==> config.mk <==
export PLATFORM = sky130hd
export DESIGN_NAME = fpe_pulse_seq
export DESIGN_NICKNAME = d
export VERILOG_FILES = /design/src/rtl/fpe_pkg.sv /design/src/rtl/fpe_cycle_timer.sv /design/src/rtl/fpe_cfg_hold.sv /design/src/rtl/fpe_pulse_tally.sv /design/src/rtl/fpe_pulse_seq.sv
export SDC_FILE = /design/constraint.sdc
export NUM_CORES = 1
export LEC_CHECK = 0
export ABC_CLOCK_PERIOD_IN_PS = 1900
export BUFFER_PORTS_ARGS = -buffer_cell sky130_fd_sc_hd__buf_2
export CAP_MARGIN = 5
export CORE_ASPECT_RATIO = 1.75
export CORE_MARGIN = 2
export CORE_UTILIZATION = 30
export CTS_BUF_LIST = sky130_fd_sc_hd__clkbuf_4 sky130_fd_sc_hd__clkbuf_8
export DETAILED_ROUTE_END_ITERATION = 6
export PLACE_DENSITY = 0.51
export SLEW_MARGIN = 15
export SYNTH_ARGS = -nofsm -noshare
export SYNTH_HDL_FRONTEND = slang
export SYNTH_SLANG_ARGS = --single-unit
export TNS_END_PERCENT = 5
==> constraint.sdc <==
create_clock -name clk -period 1.9 [get_ports clk]
set_input_delay 0.285 -clock clk [delete_from_list [all_inputs] [get_ports clk]]
set_output_delay 0.285 -clock clk [all_outputs]
set_load 0.05 [all_outputs]
==> src/rtl/fpe_pkg.sv <==
package fpe_pkg;

    localparam int unsigned TIME_W = 16;

    typedef enum logic [2:0] {
        ST_IDLE   = 3'd0,
        ST_PULSE  = 3'd1,
        ST_SETTLE = 3'd2,
        ST_VERIFY = 3'd3,
        ST_DONE   = 3'd4,
        ST_FAIL   = 3'd5
    } seq_state_e;

    typedef enum logic {
        OP_PROGRAM = 1'b0,
        OP_ERASE   = 1'b1
    } op_mode_e;

    typedef struct packed {
        logic [TIME_W-1:0] pulse_len;
        logic [TIME_W-1:0] settle_len;
    } time_cfg_t;

    // Zero-length intervals behave as a single cycle.
    function automatic logic [TIME_W-1:0] at_least_one(input logic [TIME_W-1:0] v);
        return (v == '0) ? TIME_W'(1) : v;
    endfunction

    function automatic logic [TIME_W-1:0] pick_len(input op_mode_e m,
                                                   input logic [TIME_W-1:0] prog_v,
                                                   input logic [TIME_W-1:0] erase_v);
        return at_least_one((m == OP_ERASE) ? erase_v : prog_v);
    endfunction

endpackage

==> src/rtl/fpe_cycle_timer.sv <==
module fpe_cycle_timer #(
    parameter int unsigned W = 16
) (
    input  logic         clk,
    input  logic         rst,
    input  logic         load,
    input  logic [W-1:0] load_val,
    output logic         expire
);
    logic [W-1:0] cnt_q;

    always_ff @(posedge clk) begin
        if (rst) begin
            cnt_q <= '0;
        end else if (load) begin
            cnt_q <= load_val;
        end else if (cnt_q != '0) begin
            cnt_q <= cnt_q - W'(1);
        end
    end

    // The last cycle of an interval of load_val cycles.
    assign expire = (cnt_q == W'(1));
endmodule

==> src/rtl/fpe_cfg_hold.sv <==
module fpe_cfg_hold
    import fpe_pkg::*;
#(
    parameter int unsigned CNT_W  = 8,
    parameter int unsigned DATA_W = 8
) (
    input  logic              clk,
    input  logic              rst,
    input  logic              load,
    input  logic              erase,
    input  logic [TIME_W-1:0] plen,
    input  logic [TIME_W-1:0] elen,
    input  logic [TIME_W-1:0] pdly,
    input  logic [TIME_W-1:0] edly,
    input  logic [CNT_W-1:0]  max_in,
    input  logic [CNT_W-1:0]  margin_in,
    input  logic [DATA_W-1:0] target_in,
    output time_cfg_t         tcfg,
    output logic [CNT_W-1:0]  max_q,
    output logic [CNT_W-1:0]  margin_q,
    output logic [DATA_W-1:0] target_q
);
    op_mode_e mode_in;
    assign mode_in = op_mode_e'(erase);

    always_ff @(posedge clk) begin
        if (rst) begin
            tcfg     <= '{pulse_len: TIME_W'(1), settle_len: TIME_W'(1)};
            max_q    <= CNT_W'(1);
            margin_q <= '0;
            target_q <= '0;
        end else if (load) begin
            tcfg.pulse_len  <= pick_len(mode_in, plen, elen);
            tcfg.settle_len <= pick_len(mode_in, pdly, edly);
            max_q           <= (max_in == '0) ? CNT_W'(1) : max_in;
            margin_q        <= margin_in;
            target_q        <= target_in;
        end
    end
endmodule

==> src/rtl/fpe_pulse_tally.sv <==
module fpe_pulse_tally #(
    parameter int unsigned CNT_W = 8
) (
    input  logic             clk,
    input  logic             rst,
    input  logic             clr,
    input  logic             bump,
    input  logic             arm,
    input  logic             tick,
    input  logic [CNT_W-1:0] max_in,
    input  logic [CNT_W-1:0] margin_in,
    output logic             at_max,
    output logic             in_margin,
    output logic             margin_last
);
    logic [CNT_W-1:0] npulse_q;
    logic [CNT_W-1:0] left_q;

    always_ff @(posedge clk) begin
        if (rst || clr) begin
            npulse_q  <= '0;
            left_q    <= '0;
            in_margin <= 1'b0;
        end else begin
            if (bump) begin
                npulse_q <= npulse_q + CNT_W'(1);
            end
            if (arm) begin
                in_margin <= 1'b1;
                left_q    <= margin_in;
            end else if (tick && left_q != '0) begin
                left_q <= left_q - CNT_W'(1);
            end
        end
    end

    assign at_max      = (npulse_q >= max_in);
    assign margin_last = (left_q == CNT_W'(1));
endmodule

==> src/rtl/fpe_pulse_seq.sv <==
module fpe_pulse_seq
    import fpe_pkg::*;
#(
    parameter int unsigned DATA_W = 8,
    parameter int unsigned CNT_W  = 8
) (
    input  logic              clk,
    input  logic              rst,
    input  logic              start_i,
    input  logic              erase_i,
    input  logic [15:0]       prog_len_i,
    input  logic [15:0]       erase_len_i,
    input  logic [15:0]       prog_dly_i,
    input  logic [15:0]       erase_dly_i,
    input  logic [CNT_W-1:0]  max_pulses_i,
    input  logic [CNT_W-1:0]  margin_i,
    input  logic [DATA_W-1:0] target_i,
    input  logic [DATA_W-1:0] rd_data_i,
    output logic              pulse_en_o,
    output logic              verify_o,
    output logic              busy_o,
    output logic              done_o,
    output logic              fail_o
);
    seq_state_e        st_q, st_d;
    time_cfg_t         tcfg;
    logic [CNT_W-1:0]  max_q, margin_q;
    logic [DATA_W-1:0] target_q;
    logic              cfg_load, tally_clr, bump, arm, tick;
    logic              at_max, in_margin, margin_last;
    logic              tmr_load, tmr_expire;
    logic [TIME_W-1:0] tmr_val;
    logic              match;

    fpe_cfg_hold #(.CNT_W(CNT_W), .DATA_W(DATA_W)) u_cfg (
        .clk       (clk),
        .rst       (rst),
        .load      (cfg_load),
        .erase     (erase_i),
        .plen      (prog_len_i),
        .elen      (erase_len_i),
        .pdly      (prog_dly_i),
        .edly      (erase_dly_i),
        .max_in    (max_pulses_i),
        .margin_in (margin_i),
        .target_in (target_i),
        .tcfg      (tcfg),
        .max_q     (max_q),
        .margin_q  (margin_q),
        .target_q  (target_q)
    );

    fpe_cycle_timer #(.W(TIME_W)) u_tmr (
        .clk      (clk),
        .rst      (rst),
        .load     (tmr_load),
        .load_val (tmr_val),
        .expire   (tmr_expire)
    );

    fpe_pulse_tally #(.CNT_W(CNT_W)) u_tally (
        .clk         (clk),
        .rst         (rst),
        .clr         (tally_clr),
        .bump        (bump),
        .arm         (arm),
        .tick        (tick),
        .max_in      (max_q),
        .margin_in   (margin_q),
        .at_max      (at_max),
        .in_margin   (in_margin),
        .margin_last (margin_last)
    );

    assign match = (rd_data_i == target_q);

    always_comb begin
        st_d      = st_q;
        cfg_load  = 1'b0;
        tally_clr = 1'b0;
        bump      = 1'b0;
        arm       = 1'b0;
        tick      = 1'b0;
        tmr_load  = 1'b0;
        tmr_val   = tcfg.pulse_len;
        unique case (st_q)
            ST_IDLE: begin
                if (start_i) begin
                    st_d      = ST_PULSE;
                    cfg_load  = 1'b1;
                    tally_clr = 1'b1;
                    tmr_load  = 1'b1;
                    tmr_val   = pick_len(op_mode_e'(erase_i), prog_len_i, erase_len_i);
                end
            end
            ST_PULSE: begin
                if (tmr_expire) begin
                    st_d     = ST_SETTLE;
                    tmr_load = 1'b1;
                    tmr_val  = tcfg.settle_len;
                    bump     = !in_margin;
                end
            end
            ST_SETTLE: begin
                if (tmr_expire) begin
                    if (in_margin) begin
                        tick = 1'b1;
                        if (margin_last) begin
                            st_d = ST_DONE;
                        end else begin
                            st_d     = ST_PULSE;
                            tmr_load = 1'b1;
                        end
                    end else begin
                        st_d = ST_VERIFY;
                    end
                end
            end
            ST_VERIFY: begin
                if (match) begin
                    if (margin_q == '0) begin
                        st_d = ST_DONE;
                    end else begin
                        arm      = 1'b1;
                        st_d     = ST_PULSE;
                        tmr_load = 1'b1;
                    end
                end else if (at_max) begin
                    st_d = ST_FAIL;
                end else begin
                    st_d     = ST_PULSE;
                    tmr_load = 1'b1;
                end
            end
            ST_DONE, ST_FAIL: st_d = ST_IDLE;
            default:          st_d = ST_IDLE;
        endcase
    end

    always_ff @(posedge clk) begin
        if (rst) begin
            st_q <= ST_IDLE;
        end else begin
            st_q <= st_d;
        end
    end

    assign pulse_en_o = (st_q == ST_PULSE);
    assign verify_o   = (st_q == ST_VERIFY);
    assign busy_o     = (st_q == ST_PULSE) || (st_q == ST_SETTLE) || (st_q == ST_VERIFY);
    assign done_o     = (st_q == ST_DONE);
    assign fail_o     = (st_q == ST_FAIL);
endmodule

==> results_dict.tcl, run 1 <==
set metrics [dict create \
    reg2reg_slack_ns -0.21 \
    io_pins 105 \
    holdPathEnd "u_cfg.margin_q[5]" \
    path_class "flop to flop" \
    die_width_um 101.7 \
    ys_seq_elements 92 \
    synth_ff_type "dfxtp_1" \
    clock-sinks 92 \
    rr_worst_depth 7 \
    yosysSeqAreaShare_pct 36.74 \
    cts_buffer_depth 2 \
    power.leakage_nw 2.971 \
    synth_fp_nets 714 \
    utilization_pct 43.12 \
    h-tree-depth 3 \
    synth_top_area_share_pct 36.74 \
    worstReg2RegEnd "u_tmr.cnt_q[0]" \
    drcViolationCount 0 \
    rows 62 \
    hpwl_mm 13.10 \
    multi_input_area_um2 3151 \
    maxCapViolations 0 \
    port_buffers 104 \
    synthTopCellsByCount "95 x nand2_1, 92 x dfxtp_1, 47 x a21oi_1" \
    vdd_drop_max_uv 481.0 \
    die_height_um 175.0 \
    syn-cell-area_um2 5014 \
    drt_iter0_drc 133 \
    synth.distinct_cells 66 \
    grt_setup_unrepaired "yes" \
    routed_via_density 5.000 \
    grt_pass1_wl_mm 26.25 \
    ys_warn_count 0 \
    grt_overflow_total 0 \
    power_density_nw_per_um2 1118 \
    drt-total-wl_mm 16.30 \
    antenna_found_initial 0 \
    critPathLaunchType "flop" \
    die_area_um2 17800 \
    ant_nets 0 \
    clock_skew_ns 0.01402 \
    synth_area_per_cell_um2 8.370 \
    core-area_um2 16370 \
    fillCellCount 1653 \
    endpoint_kind "flop" \
    drive_gt1_share_pct 37.08 \
    min_period_ns 2.112 \
    area_growth_pct 40.78 \
    cts-root-buf "clkbuf_8" \
    synth.area.top_cells "dfxtp_1 37%, nand2_1 7.1%, mux2i_1 6.8%" \
    finalCritPeriodShare_pct 111.2 \
    cts_tree "yes" \
    clk_latency_ns 0.36 \
    relSlewSlack_pct 70.57 \
    fmax_mhz 473.5 \
    worstPathMaxFanout 8 \
    nNetsFinal 920 \
    cp.required_ns 2.14 \
    setup_viol 24 \
    wire_per_inst_um 15.78 \
    seq_area_um2 1846 \
    async_reset_ff_share_pct 0 \
    status "finished with violations" \
    hold_depth 3 \
    hp-class "primary input to flop" \
    first_global_vias 5415 \
    min_from "margin_i[5]" \
    worst_pin_slew_ns 0.4375 \
    worstPathArrival_ns 2.35 \
    cts-hold-fix-buffers 0 \
    diodes 0 \
    violations "negative setup slack" \
    synth-edff-count 0 \
    path_clk_slew_ns 0.10 \
    synth_most_common_cell "nand2_1" \
    firstDrtPassIters 4 \
    place.gp.congestion 0.8455 \
    hold_viol_final 0 \
    grtUsageTotal_pct 18.81 \
    start_util_pct 30.63 \
    drv_slew 0 \
    synth_cells 599 \
    vias 5165 \
    cts_buffers 9 \
    rr_startpoint "u_cfg.margin_q[4]" \
    setup_tns_ns -3.279 \
    yosysTopAreaCell "dfxtp_1" \
    worst_slack_ns -0.2120 \
    grt_max_degree 30 \
]
[cell type report]
class | count | area share, %
clock buffers | 9 | 1.755
clock inverters | 6 | 1.010
inverters | 17 | 0.9573
multi-input cells | 458 | 44.64
flip-flops and latches | 92 | 26.15
well taps | 224 | 3.971
repair buffers | 227 | 21.52
[what timing repair did]
item / 4_1_cts / 5_1_grt
pin swaps: 15 / 7
gates resized for setup: 26 / 24
setup buffers: 3 / 0
setup endpoints to repair: 30 / 36
hold endpoints to repair: 0 / 0
[cells by family after synthesis]
| group | Yosys count | synth area share, % |
|---|---|---|
| simple gates | 241 | 24.73 |
| xor+xnor | 28 | 4.892 |
| buf+inv | 49 | 4.168 |
| fa+ha+maj | 15 | 3.743 |
| flops | 92 | 36.74 |
| compound gates | 137 | 18.27 |
| mux | 37 | 7.462 |
[flip-flops by register name, indices dropped and copies added, names as in the netlist]
signal / flops
u_cfg.tcfg: 32
u_tally.in_margin: 1
u_tmr.cnt_q: 16
u_cfg.margin_q: 8
u_tally.npulse_q: 8
u_cfg.max_q: 8
st_q: 3
u_cfg.target_q: 8
u_tally.left_q: 8
[routing by layer]
layer / GRT usage [%] / vias up / part of all wire [%]
met3: 2.240 / 16 / 2.7
met1: 18.18 / 2467 / 35
li1: - / 2588 / -
met5: 0 / - / 0
met2: 38.95 / 94 / 61
met4: 5.743 / 0 / 1.7
[worst max-delay path: stages (launching register included)]
cell and delay, ns:
dfxtp_1 0.32, or4_4 0.55, o21ai_4 0.19, nor3_4 0.07
a2111o_2 0.47, buf_6 0.16, o31ai_2 0.17, a21oi_1 0.06
[worst max path at each step]
stage,startpoint,endpoint,depth (start not counted)
2_1_floorplan,u_cfg.margin_q[0],u_tmr.cnt_q[10],7
3_3_place_gp,u_cfg.margin_q[0],u_tmr.cnt_q[0],7
3_5_place_dp,u_tmr.cnt_q[9],u_tmr.cnt_q[7],8
4_1_cts,u_cfg.margin_q[4],u_tmr.cnt_q[0],7
5_1_grt,u_cfg.margin_q[4],u_tmr.cnt_q[1],7
6_report,u_cfg.margin_q[4],u_tmr.cnt_q[0],7
[through the flow]
stage	setup WS [ns]	instances	total power, mW	area, um2	hold WS (ns)
final	-0.2120	1033	7.893	7058	0.1474
after global routing	-0.3362	1033	8.402	7058	0.1319
after CTS	-0.2030	1033	7.863	6967	0.1271
after detailed placement	-0.2909	1015	6.253	6641	0.4432
after global placement	-0.2498	1015	6.171	6641	0.4346
after floorplan	-0.1120	599	4.561	5044	0.4210
[power breakdown]
group	internal [mW]	total (mW)	switching (mW)
sequential	2.28	2.56	0.277
combinational	2.00	4.00	2.00
clock	0.615	1.33	0.719
total	4.90	7.89	3.00
[placed cells by master (no fill, tap or decap), drive strengths merged, types with 4 or more instances in the layout]
| cell type | n |
|---|---|
| buf | 227 |
| nand2 | 96 |
| dfxtp | 92 |
| a21oi | 48 |
| nor2 | 42 |
| o21ai | 36 |
| mux2i | 34 |
| nor4 | 28 |
| xnor2 | 19 |
| inv | 17 |
| nand3 | 15 |
| ha | 15 |
| a221o | 14 |
| nor3 | 12 |
| xor2 | 9 |
| clkbuf | 9 |
| a31o | 9 |
| nand4 | 8 |
| or4 | 8 |
| or3 | 6 |
| o211ai | 6 |
| nor4b | 4 |
| o31ai | 4 |
Power figures use the tool's default switching activity.
==> inputs of run 2 (changes only) <==
- PLACE_DENSITY: 0.51 -> 0.5
- SYNTH_HIERARCHICAL: unset -> 1
==> run 2 against run 1 <==
Against the previous run:
- register-to-register slack worse by 0.097 ns
- utilization shrank 0.29 points
- count of clock-buffer cells in the layout grew 1
- clock power about the same
- combinational power down 53%
- first-iteration DRC count grew 98%
- synthesized cell count rose by 2.7%
- maximum frequency is 4.4% lower
- cell area up 5.9%
- the flow still finishes with violations (negative setup slack)
- critical endpoint is now u_tally/npulse_q[7]
==> results_dict.tcl, run 2 <==
set metrics [dict create \
    grt_pass1_wl_mm 26.99 \
    status "finished with violations" \
    dpl_cell_area_um2 6929 \
    diodes 0 \
    hp-class "primary input to flop" \
    power.leakage_nw 3.183 \
    worst_pin_slew_ns 0.5331 \
    vias 5333 \
    antenna_found_initial 0 \
    crit_buf_inv 2 \
    worstPathMaxFanout 4 \
    cts-hold-fix-buffers 0 \
    pre_cts_ws_ns -0.6802 \
    design_area_um2 7476 \
    crit_top_cell "nor4_4" \
    wl_met2_mm 8.799 \
    wire_per_inst_um 15.65 \
    critPathLaunchType "flop" \
    wirelength_met1_mm 6.661 \
    firstDrtPassIters 4 \
    async_reset_ff_share_pct 0 \
    cts_buffers 9 \
    reg2reg_slack_ns -0.31 \
    clock_skew_ns 0.02094 \
    synth_most_common_cell "nor2_1" \
    cp.required_ns 2.23 \
    drt-total-wl_mm 16.53 \
    max_stage_delay_ns 0.38 \
    met3_wirelength_um 496 \
    core-area_um2 17460 \
    ys_seq_elements 92 \
    cts_buffer_depth 2 \
    vdd_drop_max_uv 364.5 \
    violations "negative setup slack" \
    synth.distinct_cells 73 \
    yosysSeqAreaShare_pct 34.63 \
    drive_gt1_share_pct 38.30 \
    rows 64 \
    first_global_vias 5531 \
    crit_path_top_delay_cell "or3_1" \
    nNetsFinal 933 \
    grt_setup_unrepaired "yes" \
    setup_tns_ns -6.194 \
    grtUsageTotal_pct 17.69 \
    die_width_um 104.7 \
    area_growth_pct 40.56 \
    grt_overflow_total 0 \
    path_clk_slew_ns 0.11 \
    drt_iter0_drc 264 \
    power_mw 5.436 \
    largest_register_ffs 32 \
    start_util_pct 30.47 \
    clk_latency_ns 0.39 \
    maxCapViolations 0 \
    cts_tree "yes" \
    hpwl_mm 12.96 \
    ant_nets 0 \
    path_delay_family "simple AND/OR/NAND/NOR gates" \
    endpoint_kind "flop" \
    synth_cells 615 \
    synth-edff-count 0 \
    die_height_um 180.1 \
    hold_viol_final 0 \
    layout_commonest_cell "buf_4" \
    die_area_um2 18850 \
    dp.cells 1026 \
    h-tree-depth 3 \
    port_buffers 104 \
    fmax_mhz 452.7 \
    cts-root-buf "clkbuf_8" \
    hold_ws_ns 0.1304 \
    worstPathArrival_ns 2.54 \
    place.gp.congestion 0.9237 \
    clock-sinks 92 \
    dr.max_layer_used "met4" \
    setup_viol 32 \
    ys_warn_count 6 \
    drv_slew 0 \
    synth_top_area_share_pct 34.63 \
    power_density_nw_per_um2 727.2 \
    synthTopCellsByCount "98 x nor2_1, 92 x dfxtp_1, 71 x mux2i_1" \
    yosysTopAreaCell "dfxtp_1" \
    synth_area_per_cell_um2 8.649 \
    reg_top3 "u_cfg/tcfg: 32 flops, u_tmr/cnt_q: 16 flops" \
    utilization_pct 42.83 \
    regMostFlops "u_cfg/tcfg" \
    finalCritPeriodShare_pct 116.3 \
    synth_fp_nets 728 \
    final_cell_mix "117 x buf_4, 103 x buf_2, 93 x nor2_1, 81 x dfxtp_1, 71 x mux2i_1" \
    relSlewSlack_pct 64.13 \
    path_cells "nor4_4, nand2_2, nor2_4, buf_6, nand2_4, nor4_4, buf_4, nand4_1, or3_1, a21oi_1" \
    drcViolationCount 0 \
    syn-cell-area_um2 5319 \
    synth.area.top_cells "dfxtp_1 35%, mux2i_1 13%, nor2_1 6.9%" \
    routed_via_density 5.050 \
    min_period_ns 2.209 \
    io_pins 105 \
    grt_max_degree 43 \
    instances_no_fill 1056 \
    synth_ff_type "dfxtp_1" \
    worst_slack_ns -0.3088 \
    path_class "flop to flop" \
]
run 2: cell count changes in the layout (fill, tap and decap cells not counted), moves of 10 or more:
cell / before / now
a21oi_1: 45 / 22
nor2_1: 40 / 93
o21ai_0: 30 / 12
mux2i_1: 34 / 71
nand2_1: 94 / 18
nand3_1: 13 / 3
o21ai_1: 4 / 15
a211oi_1: 2 / 32
run 2: cell type report:
| cell class | count | area (um2) |
|---|---|---|
| Clock buffer | 10 | 137.6 |
| Clock inverter | 6 | 53.80 |
| Fill cell | 1823 | 9981 |
| Inverter | 25 | 103.9 |
| Multi-Input combinational cell | 462 | 3495 |
| Sequential cell | 92 | 1856 |
| Tap cell | 231 | 289.0 |
| Timing Repair Buffer | 230 | 1541 |
run 2: worst min-delay path, cell delays in order:
cell     delay (ns)
buf_2          0.08
mux2i_1        0.06
nor2_1         0.07
run 2: metal layers:
layer | GRT usage [%] | vias up
met3 | 1.917 | 30
met4 | 8.693 | 0
met5 | 0 | -
met1 | 19.30 | 2501
li1 | - | 2683
met2 | 33.36 | 119
run 2: timing repair:
item,4_1_cts,5_1_grt
buffers inserted,7,7
pin swaps,24,12
setup endpoints to repair,53,46
gates resized for setup,49,15
run 2: worst paths after layout:
path / start / cells after the start / endpoint
max: u_tmr/cnt_q[15] / 10 / u_tally/npulse_q[7]
min: target_i[0] / 3 / u_cfg/target_q[0]
max reg2reg: u_tmr/cnt_q[15] / 10 / u_tally/npulse_q[7]
min reg2reg: u_cfg/tcfg[12] / 2 / u_cfg/tcfg[12]
run 2: logic make-up after synthesis:
family                   Yosys count  synth area share [%]
AO/OA/AOI/OAI                    136                 18.35
XOR/XNOR                          24                 3.952
adder cells (fa/ha/maj)           13                 3.058
buffers and inverters             61                 4.705
flip-flops                        92                 34.63
multiplexers                      74                 14.00
AND/OR/NAND/NOR                  215                 21.31
run 2: where the power goes:
group / total [mW] / switching, mW / internal [mW] / leakage [nW]
logic: 1.89 / 0.944 / 0.946 / 2.33
registers: 2.23 / 0.124 / 2.10 / 0.760
clock network: 1.32 / 0.782 / 0.537 / 0.0958
